## src/rtl/xlat_pkg.sv

```systemverilog
package xlat_pkg;

    typedef enum logic [2:0] {
        ST_IDLE = 3'd0,
        ST_L1   = 3'd1,
        ST_L2   = 3'd2,
        ST_WALK = 3'd3,
        ST_FILL = 3'd4,
        ST_DONE = 3'd5
    } seq_state_e;

    localparam int INNER_W = 2;

    // Write-back codes (01, 11) share bit 0 set; 00 and 10 do not.
    function automatic logic inner_is_wb(input logic [INNER_W-1:0] code);
        return code[0];
    endfunction

endpackage

```

## src/rtl/xlat_req_hold.sv

```systemverilog
module xlat_req_hold #(
    parameter int VA_W   = 32,
    parameter int ASID_W = 8,
    parameter int VMID_W = 8
) (
    input  logic              clk,
    input  logic              rst_n,
    input  logic              capture,
    input  logic [VA_W-1:0]   in_va,
    input  logic [ASID_W-1:0] in_asid,
    input  logic [VMID_W-1:0] in_vmid,
    input  logic              in_secure,
    input  logic              in_instr,
    input  logic              in_hyp,
    input  logic              in_stage2,
    output logic [VA_W-1:0]   hold_va,
    output logic [ASID_W-1:0] hold_asid,
    output logic [VMID_W-1:0] hold_vmid,
    output logic              hold_secure,
    output logic              hold_instr,
    output logic              hold_hyp,
    output logic              hold_stage2
);

    always_ff @(posedge clk or negedge rst_n) begin
        if (!rst_n) begin
            hold_va     <= '0;
            hold_asid   <= '0;
            hold_vmid   <= '0;
            hold_secure <= 1'b0;
            hold_instr  <= 1'b0;
            hold_hyp    <= 1'b0;
            hold_stage2 <= 1'b0;
        end else if (capture) begin
            hold_va     <= in_va;
            hold_asid   <= in_asid;
            hold_vmid   <= in_vmid;
            hold_secure <= in_secure;
            hold_instr  <= in_instr;
            hold_hyp    <= in_hyp;
            hold_stage2 <= in_stage2;
        end
    end

endmodule

```

## src/rtl/xlat_walk_policy.sv

```systemverilog
module xlat_walk_policy
    import xlat_pkg::*;
#(
    parameter int SPLIT_W = 3
) (
    input  logic [SPLIT_W-1:0] va_top,
    input  logic               hyp,
    input  logic               stage2,
    input  logic               long_fmt_bit,
    input  logic [SPLIT_W-1:0] split,
    input  logic               sd_off0,
    input  logic               sd_off1,
    input  logic               ld_off0,
    input  logic               ld_off1,
    input  logic [INNER_W-1:0] base0_inner,
    input  logic [INNER_W-1:0] base1_inner,
    input  logic [INNER_W-1:0] ctl_inner0,
    input  logic [INNER_W-1:0] ctl_inner1,
    output logic               use_base1,
    output logic               use_long,
    output logic               walk_off,
    output logic               via_dcache
);

    logic [INNER_W-1:0] inner_sel;

    always_comb begin
        use_base1 = (split != '0) && (va_top >= split);
        use_long  = long_fmt_bit | hyp | stage2;
        if (use_long) begin
            walk_off  = use_base1 ? ld_off1 : ld_off0;
            inner_sel = use_base1 ? ctl_inner1 : ctl_inner0;
        end else begin
            walk_off  = use_base1 ? sd_off1 : sd_off0;
            inner_sel = use_base1 ? base1_inner : base0_inner;
        end
        via_dcache = inner_is_wb(inner_sel);
    end

endmodule

```

## src/rtl/xlat_seq_fsm.sv

```systemverilog
module xlat_seq_fsm
    import xlat_pkg::*;
#(
    parameter int PA_W = 40
) (
    input  logic            clk,
    input  logic            rst_n,
    input  logic            req_valid,
    output logic            req_ready,
    output logic            capture,
    input  logic            is_instr,
    input  logic            walk_off,
    output logic            l1i_req,
    input  logic            l1i_rsp_valid,
    input  logic            l1i_rsp_hit,
    input  logic [PA_W-1:0] l1i_rsp_pa,
    output logic            l1d_req,
    input  logic            l1d_rsp_valid,
    input  logic            l1d_rsp_hit,
    input  logic [PA_W-1:0] l1d_rsp_pa,
    output logic            l2_req,
    input  logic            l2_rsp_valid,
    input  logic            l2_rsp_hit,
    input  logic [PA_W-1:0] l2_rsp_pa,
    output logic            walk_req,
    input  logic            walk_rsp_valid,
    input  logic            walk_rsp_err,
    input  logic [PA_W-1:0] walk_rsp_pa,
    output logic            fill_l1i,
    output logic            fill_l1d,
    output logic            fill_l2,
    output logic [PA_W-1:0] fill_pa,
    output logic            rsp_valid,
    output logic            rsp_fault,
    output logic [PA_W-1:0] rsp_pa
);

    seq_state_e      state, state_nxt;
    logic [PA_W-1:0] res_pa;
    logic            res_fault;
    logic            l1_valid, l1_hit;
    logic [PA_W-1:0] l1_pa;

    // Response of the level-1 TLB that matches the access kind
    always_comb begin
        l1_valid = is_instr ? l1i_rsp_valid : l1d_rsp_valid;
        l1_hit   = is_instr ? l1i_rsp_hit   : l1d_rsp_hit;
        l1_pa    = is_instr ? l1i_rsp_pa    : l1d_rsp_pa;
    end

    always_comb begin
        state_nxt = state;
        unique case (state)
            ST_IDLE: if (req_valid)      state_nxt = ST_L1;
            ST_L1:   if (l1_valid)       state_nxt = l1_hit ? ST_DONE : ST_L2;
            ST_L2:   if (l2_rsp_valid)   state_nxt = (l2_rsp_hit || walk_off) ? ST_DONE : ST_WALK;
            ST_WALK: if (walk_rsp_valid) state_nxt = walk_rsp_err ? ST_DONE : ST_FILL;
            ST_FILL:                     state_nxt = ST_DONE;
            ST_DONE:                     state_nxt = ST_IDLE;
            default:                     state_nxt = ST_IDLE;
        endcase
    end

    always_ff @(posedge clk or negedge rst_n) begin
        if (!rst_n) state <= ST_IDLE;
        else        state <= state_nxt;
    end

    // Result register: written by whichever stage ends the request
    always_ff @(posedge clk or negedge rst_n) begin
        if (!rst_n) begin
            res_pa    <= '0;
            res_fault <= 1'b0;
        end else begin
            unique case (state)
                ST_IDLE: if (req_valid) begin
                    res_pa    <= '0;
                    res_fault <= 1'b0;
                end
                ST_L1: if (l1_valid && l1_hit) begin
                    res_pa    <= l1_pa;
                    res_fault <= 1'b0;
                end
                ST_L2: if (l2_rsp_valid) begin
                    if (l2_rsp_hit) begin
                        res_pa    <= l2_rsp_pa;
                        res_fault <= 1'b0;
                    end else if (walk_off) begin
                        res_pa    <= '0;
                        res_fault <= 1'b1;
                    end
                end
                ST_WALK: if (walk_rsp_valid) begin
                    res_pa    <= walk_rsp_err ? '0 : walk_rsp_pa;
                    res_fault <= walk_rsp_err;
                end
                default: ;
            endcase
        end
    end

    always_comb begin
        req_ready = (state == ST_IDLE);
        capture   = req_ready && req_valid;
        l1i_req   = (state == ST_L1) &&  is_instr;
        l1d_req   = (state == ST_L1) && !is_instr;
        l2_req    = (state == ST_L2);
        walk_req  = (state == ST_WALK);
        fill_l2   = (state == ST_FILL);
        fill_l1i  = (state == ST_FILL) &&  is_instr;
        fill_l1d  = (state == ST_FILL) && !is_instr;
        fill_pa   = res_pa;
        rsp_valid = (state == ST_DONE);
        rsp_fault = res_fault;
        rsp_pa    = res_pa;
    end

    a_r1_accept_goes_busy: assert property (@(posedge clk) disable iff (!rst_n)
        (req_valid && req_ready) |=> !req_ready);

    a_r2_one_lookup_at_a_time: assert property (@(posedge clk) disable iff (!rst_n)
        $onehot0({l1i_req, l1d_req, l2_req, walk_req}));

    a_r4_l2_after_l1_miss: assert property (@(posedge clk) disable iff (!rst_n)
        $rose(l2_req) |-> $past(l1_valid && !l1_hit));

    a_r6_no_walk_when_off: assert property (@(posedge clk) disable iff (!rst_n)
        walk_req |-> !walk_off);

    a_r9_fill_after_good_walk: assert property (@(posedge clk) disable iff (!rst_n)
        $rose(fill_l2) |-> $past(walk_rsp_valid && !walk_rsp_err));

    a_r10_error_is_fault: assert property (@(posedge clk) disable iff (!rst_n)
        (walk_req && walk_rsp_valid && walk_rsp_err) |=> (rsp_valid && rsp_fault && !fill_l2));

    a_r11_single_pulse: assert property (@(posedge clk) disable iff (!rst_n)
        rsp_valid |=> !rsp_valid);

endmodule

```

## src/rtl/xlat_miss_seq.sv

```systemverilog
module xlat_miss_seq
    import xlat_pkg::*;
#(
    parameter int VA_W    = 32,
    parameter int PA_W    = 40,
    parameter int ASID_W  = 8,
    parameter int VMID_W  = 8,
    parameter int SPLIT_W = 3
) (
    input  logic               clk,
    input  logic               rst_n,
    input  logic               req_valid,
    output logic               req_ready,
    input  logic [VA_W-1:0]    req_va,
    input  logic [ASID_W-1:0]  req_asid,
    input  logic [VMID_W-1:0]  req_vmid,
    input  logic               req_secure,
    input  logic               req_instr,
    input  logic               req_hyp,
    input  logic               req_stage2,
    input  logic               cfg_long_fmt,
    input  logic [SPLIT_W-1:0] cfg_split,
    input  logic               cfg_sd_off0,
    input  logic               cfg_sd_off1,
    input  logic               cfg_ld_off0,
    input  logic               cfg_ld_off1,
    input  logic [1:0]         cfg_base0_inner,
    input  logic [1:0]         cfg_base1_inner,
    input  logic [1:0]         cfg_ctl_inner0,
    input  logic [1:0]         cfg_ctl_inner1,
    output logic [VA_W-1:0]    lk_va,
    output logic [ASID_W-1:0]  lk_asid,
    output logic [VMID_W-1:0]  lk_vmid,
    output logic               lk_secure,
    output logic               l1i_req,
    input  logic               l1i_rsp_valid,
    input  logic               l1i_rsp_hit,
    input  logic [PA_W-1:0]    l1i_rsp_pa,
    output logic               l1d_req,
    input  logic               l1d_rsp_valid,
    input  logic               l1d_rsp_hit,
    input  logic [PA_W-1:0]    l1d_rsp_pa,
    output logic               l2_req,
    input  logic               l2_rsp_valid,
    input  logic               l2_rsp_hit,
    input  logic [PA_W-1:0]    l2_rsp_pa,
    output logic               walk_req,
    output logic               walk_long,
    output logic               walk_base1,
    output logic               walk_via_dcache,
    input  logic               walk_rsp_valid,
    input  logic               walk_rsp_err,
    input  logic [PA_W-1:0]    walk_rsp_pa,
    output logic               fill_l1i,
    output logic               fill_l1d,
    output logic               fill_l2,
    output logic [PA_W-1:0]    fill_pa,
    output logic               rsp_valid,
    output logic               rsp_fault,
    output logic [PA_W-1:0]    rsp_pa
);

    localparam int TOP_LSB = VA_W - SPLIT_W;

    logic capture;
    logic hold_instr, hold_hyp, hold_stage2;
    logic walk_off;

    xlat_req_hold #(.VA_W(VA_W), .ASID_W(ASID_W), .VMID_W(VMID_W)) u_hold (
        .clk         (clk),
        .rst_n       (rst_n),
        .capture     (capture),
        .in_va       (req_va),
        .in_asid     (req_asid),
        .in_vmid     (req_vmid),
        .in_secure   (req_secure),
        .in_instr    (req_instr),
        .in_hyp      (req_hyp),
        .in_stage2   (req_stage2),
        .hold_va     (lk_va),
        .hold_asid   (lk_asid),
        .hold_vmid   (lk_vmid),
        .hold_secure (lk_secure),
        .hold_instr  (hold_instr),
        .hold_hyp    (hold_hyp),
        .hold_stage2 (hold_stage2)
    );

    xlat_walk_policy #(.SPLIT_W(SPLIT_W)) u_policy (
        .va_top       (lk_va[VA_W-1:TOP_LSB]),
        .hyp          (hold_hyp),
        .stage2       (hold_stage2),
        .long_fmt_bit (cfg_long_fmt),
        .split        (cfg_split),
        .sd_off0      (cfg_sd_off0),
        .sd_off1      (cfg_sd_off1),
        .ld_off0      (cfg_ld_off0),
        .ld_off1      (cfg_ld_off1),
        .base0_inner  (cfg_base0_inner),
        .base1_inner  (cfg_base1_inner),
        .ctl_inner0   (cfg_ctl_inner0),
        .ctl_inner1   (cfg_ctl_inner1),
        .use_base1    (walk_base1),
        .use_long     (walk_long),
        .walk_off     (walk_off),
        .via_dcache   (walk_via_dcache)
    );

    xlat_seq_fsm #(.PA_W(PA_W)) u_fsm (
        .clk            (clk),
        .rst_n          (rst_n),
        .req_valid      (req_valid),
        .req_ready      (req_ready),
        .capture        (capture),
        .is_instr       (hold_instr),
        .walk_off       (walk_off),
        .l1i_req        (l1i_req),
        .l1i_rsp_valid  (l1i_rsp_valid),
        .l1i_rsp_hit    (l1i_rsp_hit),
        .l1i_rsp_pa     (l1i_rsp_pa),
        .l1d_req        (l1d_req),
        .l1d_rsp_valid  (l1d_rsp_valid),
        .l1d_rsp_hit    (l1d_rsp_hit),
        .l1d_rsp_pa     (l1d_rsp_pa),
        .l2_req         (l2_req),
        .l2_rsp_valid   (l2_rsp_valid),
        .l2_rsp_hit     (l2_rsp_hit),
        .l2_rsp_pa      (l2_rsp_pa),
        .walk_req       (walk_req),
        .walk_rsp_valid (walk_rsp_valid),
        .walk_rsp_err   (walk_rsp_err),
        .walk_rsp_pa    (walk_rsp_pa),
        .fill_l1i       (fill_l1i),
        .fill_l1d       (fill_l1d),
        .fill_l2        (fill_l2),
        .fill_pa        (fill_pa),
        .rsp_valid      (rsp_valid),
        .rsp_fault      (rsp_fault),
        .rsp_pa         (rsp_pa)
    );

    a_r7_forced_long: assert property (@(posedge clk) disable iff (!rst_n)
        (walk_req && (hold_hyp || hold_stage2)) |-> walk_long);

    a_r3_key_stable_in_lookup: assert property (@(posedge clk) disable iff (!rst_n)
        (l2_req && $past(l1i_req || l1d_req)) |-> $stable(lk_va) && $stable(lk_asid));

endmodule

```

## config.mk

```make
export PLATFORM = sky130hd
export DESIGN_NAME = xlat_miss_seq
export DESIGN_NICKNAME = d
export VERILOG_FILES = /design/src/rtl/xlat_pkg.sv /design/src/rtl/xlat_req_hold.sv /design/src/rtl/xlat_walk_policy.sv /design/src/rtl/xlat_seq_fsm.sv /design/src/rtl/xlat_miss_seq.sv
export SDC_FILE = /design/constraint.sdc
export NUM_CORES = 1
export LEC_CHECK = 0
export ABC_AREA = 0
export CAP_MARGIN = 20
export CORE_AREA = 5 5 146 148
export DETAILED_ROUTE_END_ITERATION = 16
export DIE_AREA = 0 0 151 153
export DONT_BUFFER_PORTS = 1
export MAX_ROUTING_LAYER = met4
export PLACE_DENSITY_LB_ADDON = 0.25
export SYNTH_ARGS = -nofsm -noshare
export SYNTH_HDL_FRONTEND = slang
export SYNTH_SLANG_ARGS = --single-unit
```

## constraint.sdc

```tcl
create_clock -name clk -period 4.41 [get_ports clk]
set_clock_uncertainty 0.1 [all_clocks]
set_input_delay 0.882 -clock clk [delete_from_list [all_inputs] [get_ports clk]]
set_output_delay 0.882 -clock clk [all_outputs]
set_load 0.01 [all_outputs]
```

Yosys cells after proc, flatten, opt, wreduce, memory -nomap -nowiden
Index checks and enable logic that the tools add are counted.
{"block": "op_classes", "eq_ne": 11, "addsub": 0, "mul": 0, "div_mod_pow": 0, "shift": 0, "bitwise_logic": 2, "magnitude_cmp": 1, "mux": 32, "n_reduce_logical": 14}
{"operator": "two-way mux 40 bit", "count": 8}
{"operator": "case mux 40 bit (4 select lines)", "count": 1}
{"operator": "two-way mux 3 bit", "count": 6}
{"operator": "two-way mux 1 bit", "count": 15}
{"operator": "case mux 3 bit (5 select lines)", "count": 1}
{"operator": "!= test 2 x 1 -> 1 bit, second input constant", "count": 4}
{"operator": "logical AND 1 bit", "count": 7}
{"operator": "equality test 3 x 2 -> 1 bit, second input constant", "count": 2}
{"operator": "equality test 3 bit, second input constant", "count": 2}
{"operator": "AND reduction 6 bit", "count": 1}
{"operator": "case mux 1 bit (4 select lines)", "count": 1}
{"operator": "AND reduction 4 bit", "count": 1}
{"operator": "nonzero test 4 bit", "count": 1}
{"operator": "equality test 3 x 1 -> 1 bit, second input constant", "count": 1}
{"operator": ">= comparator 3 bit", "count": 1}
{"operator": "logical NOT 3 bit", "count": 1}
{"operator": "!= test 3 x 1 -> 1 bit, second input constant", "count": 1}
{"operator": "nonzero test 3 bit", "count": 1}
{"operator": "!= test 2 bit, second input constant", "count": 1}
{"operator": "bitwise OR 1 bit", "count": 2}
{"operator": "logical NOT 1 bit", "count": 1}
{"operator": "logical OR 1 bit", "count": 1}
{"block": "totals", "ramBits": 0, "inputBits": 239, "ff_bits": 96, "out_inout_bits": 142, "memories": 0, "elab_cells": 70, "latch_bits": 0, "rom_bits": 0}

Logic depth before layout (Yosys ltp)
{"block": "depth", "word_depth": 8, "depth_mapped": 9, "depth_no_buf": 8}

By module
Synthesis repeated with hierarchy kept, for this count alone.
{"block": "unflattened", "hier_cells": 437, "hier_area_um2": 5774.3}
{"mod": "xlat_seq_fsm", "seq_area_each_um2": 1101.1, "cells_each": 307, "instances": 1, "area_per_inst_um2": 3423.3}
{"mod": "xlat_req_hold", "seq_area_each_um2": 1301.2, "cells_each": 110, "instances": 1, "area_per_inst_um2": 2185.8}
{"mod": "xlat_walk_policy", "seq_area_each_um2": 0.0, "cells_each": 20, "instances": 1, "area_per_inst_um2": 165.2}

Worst setup path before layout
No wires, ideal clock.
{"block": "synth_timing", "path_kind": "input -> output", "startpoint": "in cfg_split[2]", "endpoint": "out walk_via_dcache", "setup_slack_ns": 1.227, "arrival_ns": 2.201, "required_ns": 3.428, "stages": 8, "path_buffers": 0, "cell_sequence": "inv_1 ha_1 a21oi_1 o21ai_0 o31ai_1 inv_1 and3_1 a31oi_1"}
{"block": "synth_between", "elab_chain_cells": 4, "word_cells_on_any_way": 6, "cone_classes": "order compare: 1; mux: 3; reduce/logical: 2"}
{"element": "start, declared", "line_no": "xlat_miss_seq.sv:22", "source": "input logic [SPLIT_W-1:0] cfg_split,"}
{"element": ">= comparator 3 bit / nonzero test 3 bit (equally long branches)", "line_no": "xlat_walk_policy.sv:28", "source": "use_base1 = (split != '0) && (va_top >= split);"}
{"element": "logical AND 1 bit *", "line_no": "xlat_walk_policy.sv:28"}
{"element": "net walk_base1", "line_no": "xlat_miss_seq.sv:49", "source": "output logic walk_base1,"}
{"element": "two-way mux 1 bit (on tied branches)", "line_no": "xlat_walk_policy.sv:35, xlat_walk_policy.sv:32"}
{"element": "two-way mux 1 bit *", "line_no": "xlat_walk_policy.sv:30", "source": "if (use_long) begin"}
{"element": "end, declared", "line_no": "xlat_miss_seq.sv:50", "source": "output logic walk_via_dcache,"}
The timed path passes the listed nets; every way through them passes the cells marked *.

Worst setup path in the final report
Same ends and word-level chain as after synthesis.

==> results.md <==
- Peak VDD IR: 302.6 µV
- GPL Wtd Cong: 0.7754
- Outcome: finished clean
- CTS tree: done
- R2r setup slk: 1440 ps
- Largest net degree at the start of global routing: 97
- Post-layout util: 27.55%
- Data required, critical path: 3430 ps
- Post-CTS Setup Repair Bufs: 0
- Worst Tran Pin Value: 1016 ps
- Hpwl dp: between 10000 and 15000 µm
- Setup CP Type: primary input to output pin
- Critical Path End Type: output pin
- Ys flop type: dfrtp_1
- Startpoint types: primary input
- Clock buffer depth: 2
- GR met3 Demand/Resource: 5.508%
- Placed Cells: 660
- Final Hold Viols: 0
- Post-Syn Area: 5269 µm²
- Most used cell, CP: inv_1
- Met2 Usage GRT: 21.76%
- Post-CTS resize count: 0
- Min Tclk post-route: 3388 ps
- Clock Sinks: 96
- # fillers: 2111
- Post-synth top cells: 96 x dfrtp_1, 64 x mux2_2, 45 x o21ai_0, 43 x mux2i_1, 42 x buf_4
- Hold Path Class: primary input to asynchronous set/reset pin
- N_diodes: 0
- Register area share after synthesis: 45.59%
- Tot GR Track Use: 13.26%
- Die width: 151 µm
- Count of pins over their slew limit: 0
- Area Growth Syn to Fin: 4.108%
- Gr busiest metal: met2
- Syn Nets: 698
- H-tree depth: 3
- Synth Register Bits: 96
- RSZ-0062 raised after global routing: false
- Worst-path maximum fanout: 6
- Yosys warns: 0
- Detailed Route WL: 15770 µm
- Number of global-route vias before repair: 3702
- NumNets Final: 643
- Area of the die: 23100 µm²
- Core Area: 19910 µm²
- Synth cell types: 33
- Met1 Use GR: 15.11%
- CP delay by family, top: compound AO/OA/AOI/OAI gates
- Num CTS Buffers: 9
- EDFF count, synth: 0
- DRT Pass-1 Iters: 4
- Synth top area share: between 40% and 50%
- Rel. slew slack: 32.29%
- Initial antenna violation count: 0
- Overflow left after global routing: 0
- Multi-input gate area: 2385 µm²
- Hold-fix buffers, CTS: 0
- Root buf cell: clkbuf_16
- Initial core utilization: around a quarter
- FFs w/ async S/R, synth: between 90% and 100%
- Vias per cell: about 5
- Fin cells: between 600 and 700
- Synthesized instance count: 456
- Count leader, synth: dfrtp_1
- Crit path largest cell delay: 300 ps
- Critical-path cell list: inv_1 > ha_1 > a21oi_1 > o21ai_0 > o31ai_1 > inv_1 > and3_1 > a31oi_1
- WL per Instance: 23.33 µm
- F_max: 295.2 MHz
- WP buf/inv: 2
- Power Density: roughly 730 nW/µm²
- Rows: 52
- Share of cells above drive strength 1: 22.17%
- Post-Syn Area per Cell: 11.55 µm²
- Storage element area: around 2400 µm²
- Die Ht: 153 µm
- Leakage: 2.302 nW
- First-pass GRT wire length: 22690 µm
- Total number of vias: 3433
- Buffers on Ports: 0
- Fin crit share: 76.82%
- Leading area contributor after synthesis: dfrtp_1
- Total negative setup slack: 0 ps
- Ports: 381
- Area contributors post-synth: dfrtp_1 46%, mux2_2 14%, mux2i_1 8.2%
- Worst-path clk slew: ~70 ps
- Clock latency on the worst-skew pair: 340 ps
- Antenna-violating nets left: 0
- Final setup vio count: 0
- Number of max-cap violations: 0
- Residual DRC: 0
- Slowest CP cell: ha_1
- Drt initial violations: 105
- WP data arrival: 2410 ps
## final timing paths
kind | cells past startpoint | end | start
max reg2reg | 6 | u_hold.hold_va[14] | u_fsm.state[0]
min reg2reg | 1 | u_hold.hold_stage2 | u_hold.hold_stage2
max | 8 | walk_via_dcache | cfg_split[2]
min | 0 | u_hold.hold_va[4] | rst_n
min in group clk | 1 | u_hold.hold_stage2 | u_hold.hold_stage2
max in group asynchronous | 0 | u_fsm.fill_pa[20] | rst_n
## layer usage
metal,routed length (µm),part of all wire (%)
met4,119,0.75
met3,1657,11
met5,0,0
met1,6158,39
met2,7836,50
## cell families (layout without fill, tap and decap cells)
logic type | after synthesis | in the layout | share of synthesized area, %
muxes | 139 | 139 | 28.69
AOI/OAI and AO/OA | 96 | 96 | 11.38
DFF | 96 | 96 | 45.59
buffers and inverters | 79 | 29 | 9.333
and+or+nand+nor | 43 | 43 | 4.299
adders and majority gates | 3 | 3 | 0.7125
## report_power, final
group          total, W  internal (W)  switching [W]
sequential      0.00186       0.00126       0.000599
clock          0.000766      0.000397       0.000368
combinational   0.00138      0.000709       0.000668
## layout by cell type, fill, tap and decap left out, drive strengths merged, types with 4 or more instances in the layout
| cell | n |
|---|---|
| dfrtp | 96 |
| mux2 | 96 |
| o21ai | 46 |
| mux2i | 43 |
| a22oi | 40 |
| nand2 | 12 |
| nor2 | 10 |
| clkbuf | 10 |
| inv | 10 |
| nor3 | 7 |
| buf | 5 |
| clkinv | 4 |
## flip-flops by register name, indices dropped and copies added (netlist names)
register            cells
u_fsm.fill_pa          40
u_hold.hold_hyp         1
u_fsm.rsp_fault         1
u_hold.hold_instr       1
u_hold.hold_stage2      1
u_fsm.state             3
u_hold.hold_va         32
u_hold.hold_secure      1
u_hold.hold_asid        8
u_hold.hold_vmid        8
## layout make-up
cell class	count	area share, %
clock inverter	6	1.141
tap	270	6.159
sequential	96	43.82
multi-input combinational	281	43.48
clock buffer	10	4.174
timing repair buffer	5	0.6843
inverter	8	0.5474
## through the flow
| stage | hold slack, ps | area (µm²) | total power, W | worst slack, ps |
|---|---|---|---|---|
| after floorplan | 381.6 | 5269 | 0.003104 | 1227 |
| after global placement | 394.2 | 5194 | 0.003243 | 1031 |
| after detailed placement | 408.2 | 5194 | 0.003291 | 1035 |
| after CTS | 101.3 | 5485 | 0.004097 | 1030 |
| after global routing | 94.80 | 5485 | 0.004299 | 819.5 |
| final | 125.1 | 5485 | 0.004001 | 1022 |
Power figures use the tool's default switching activity.
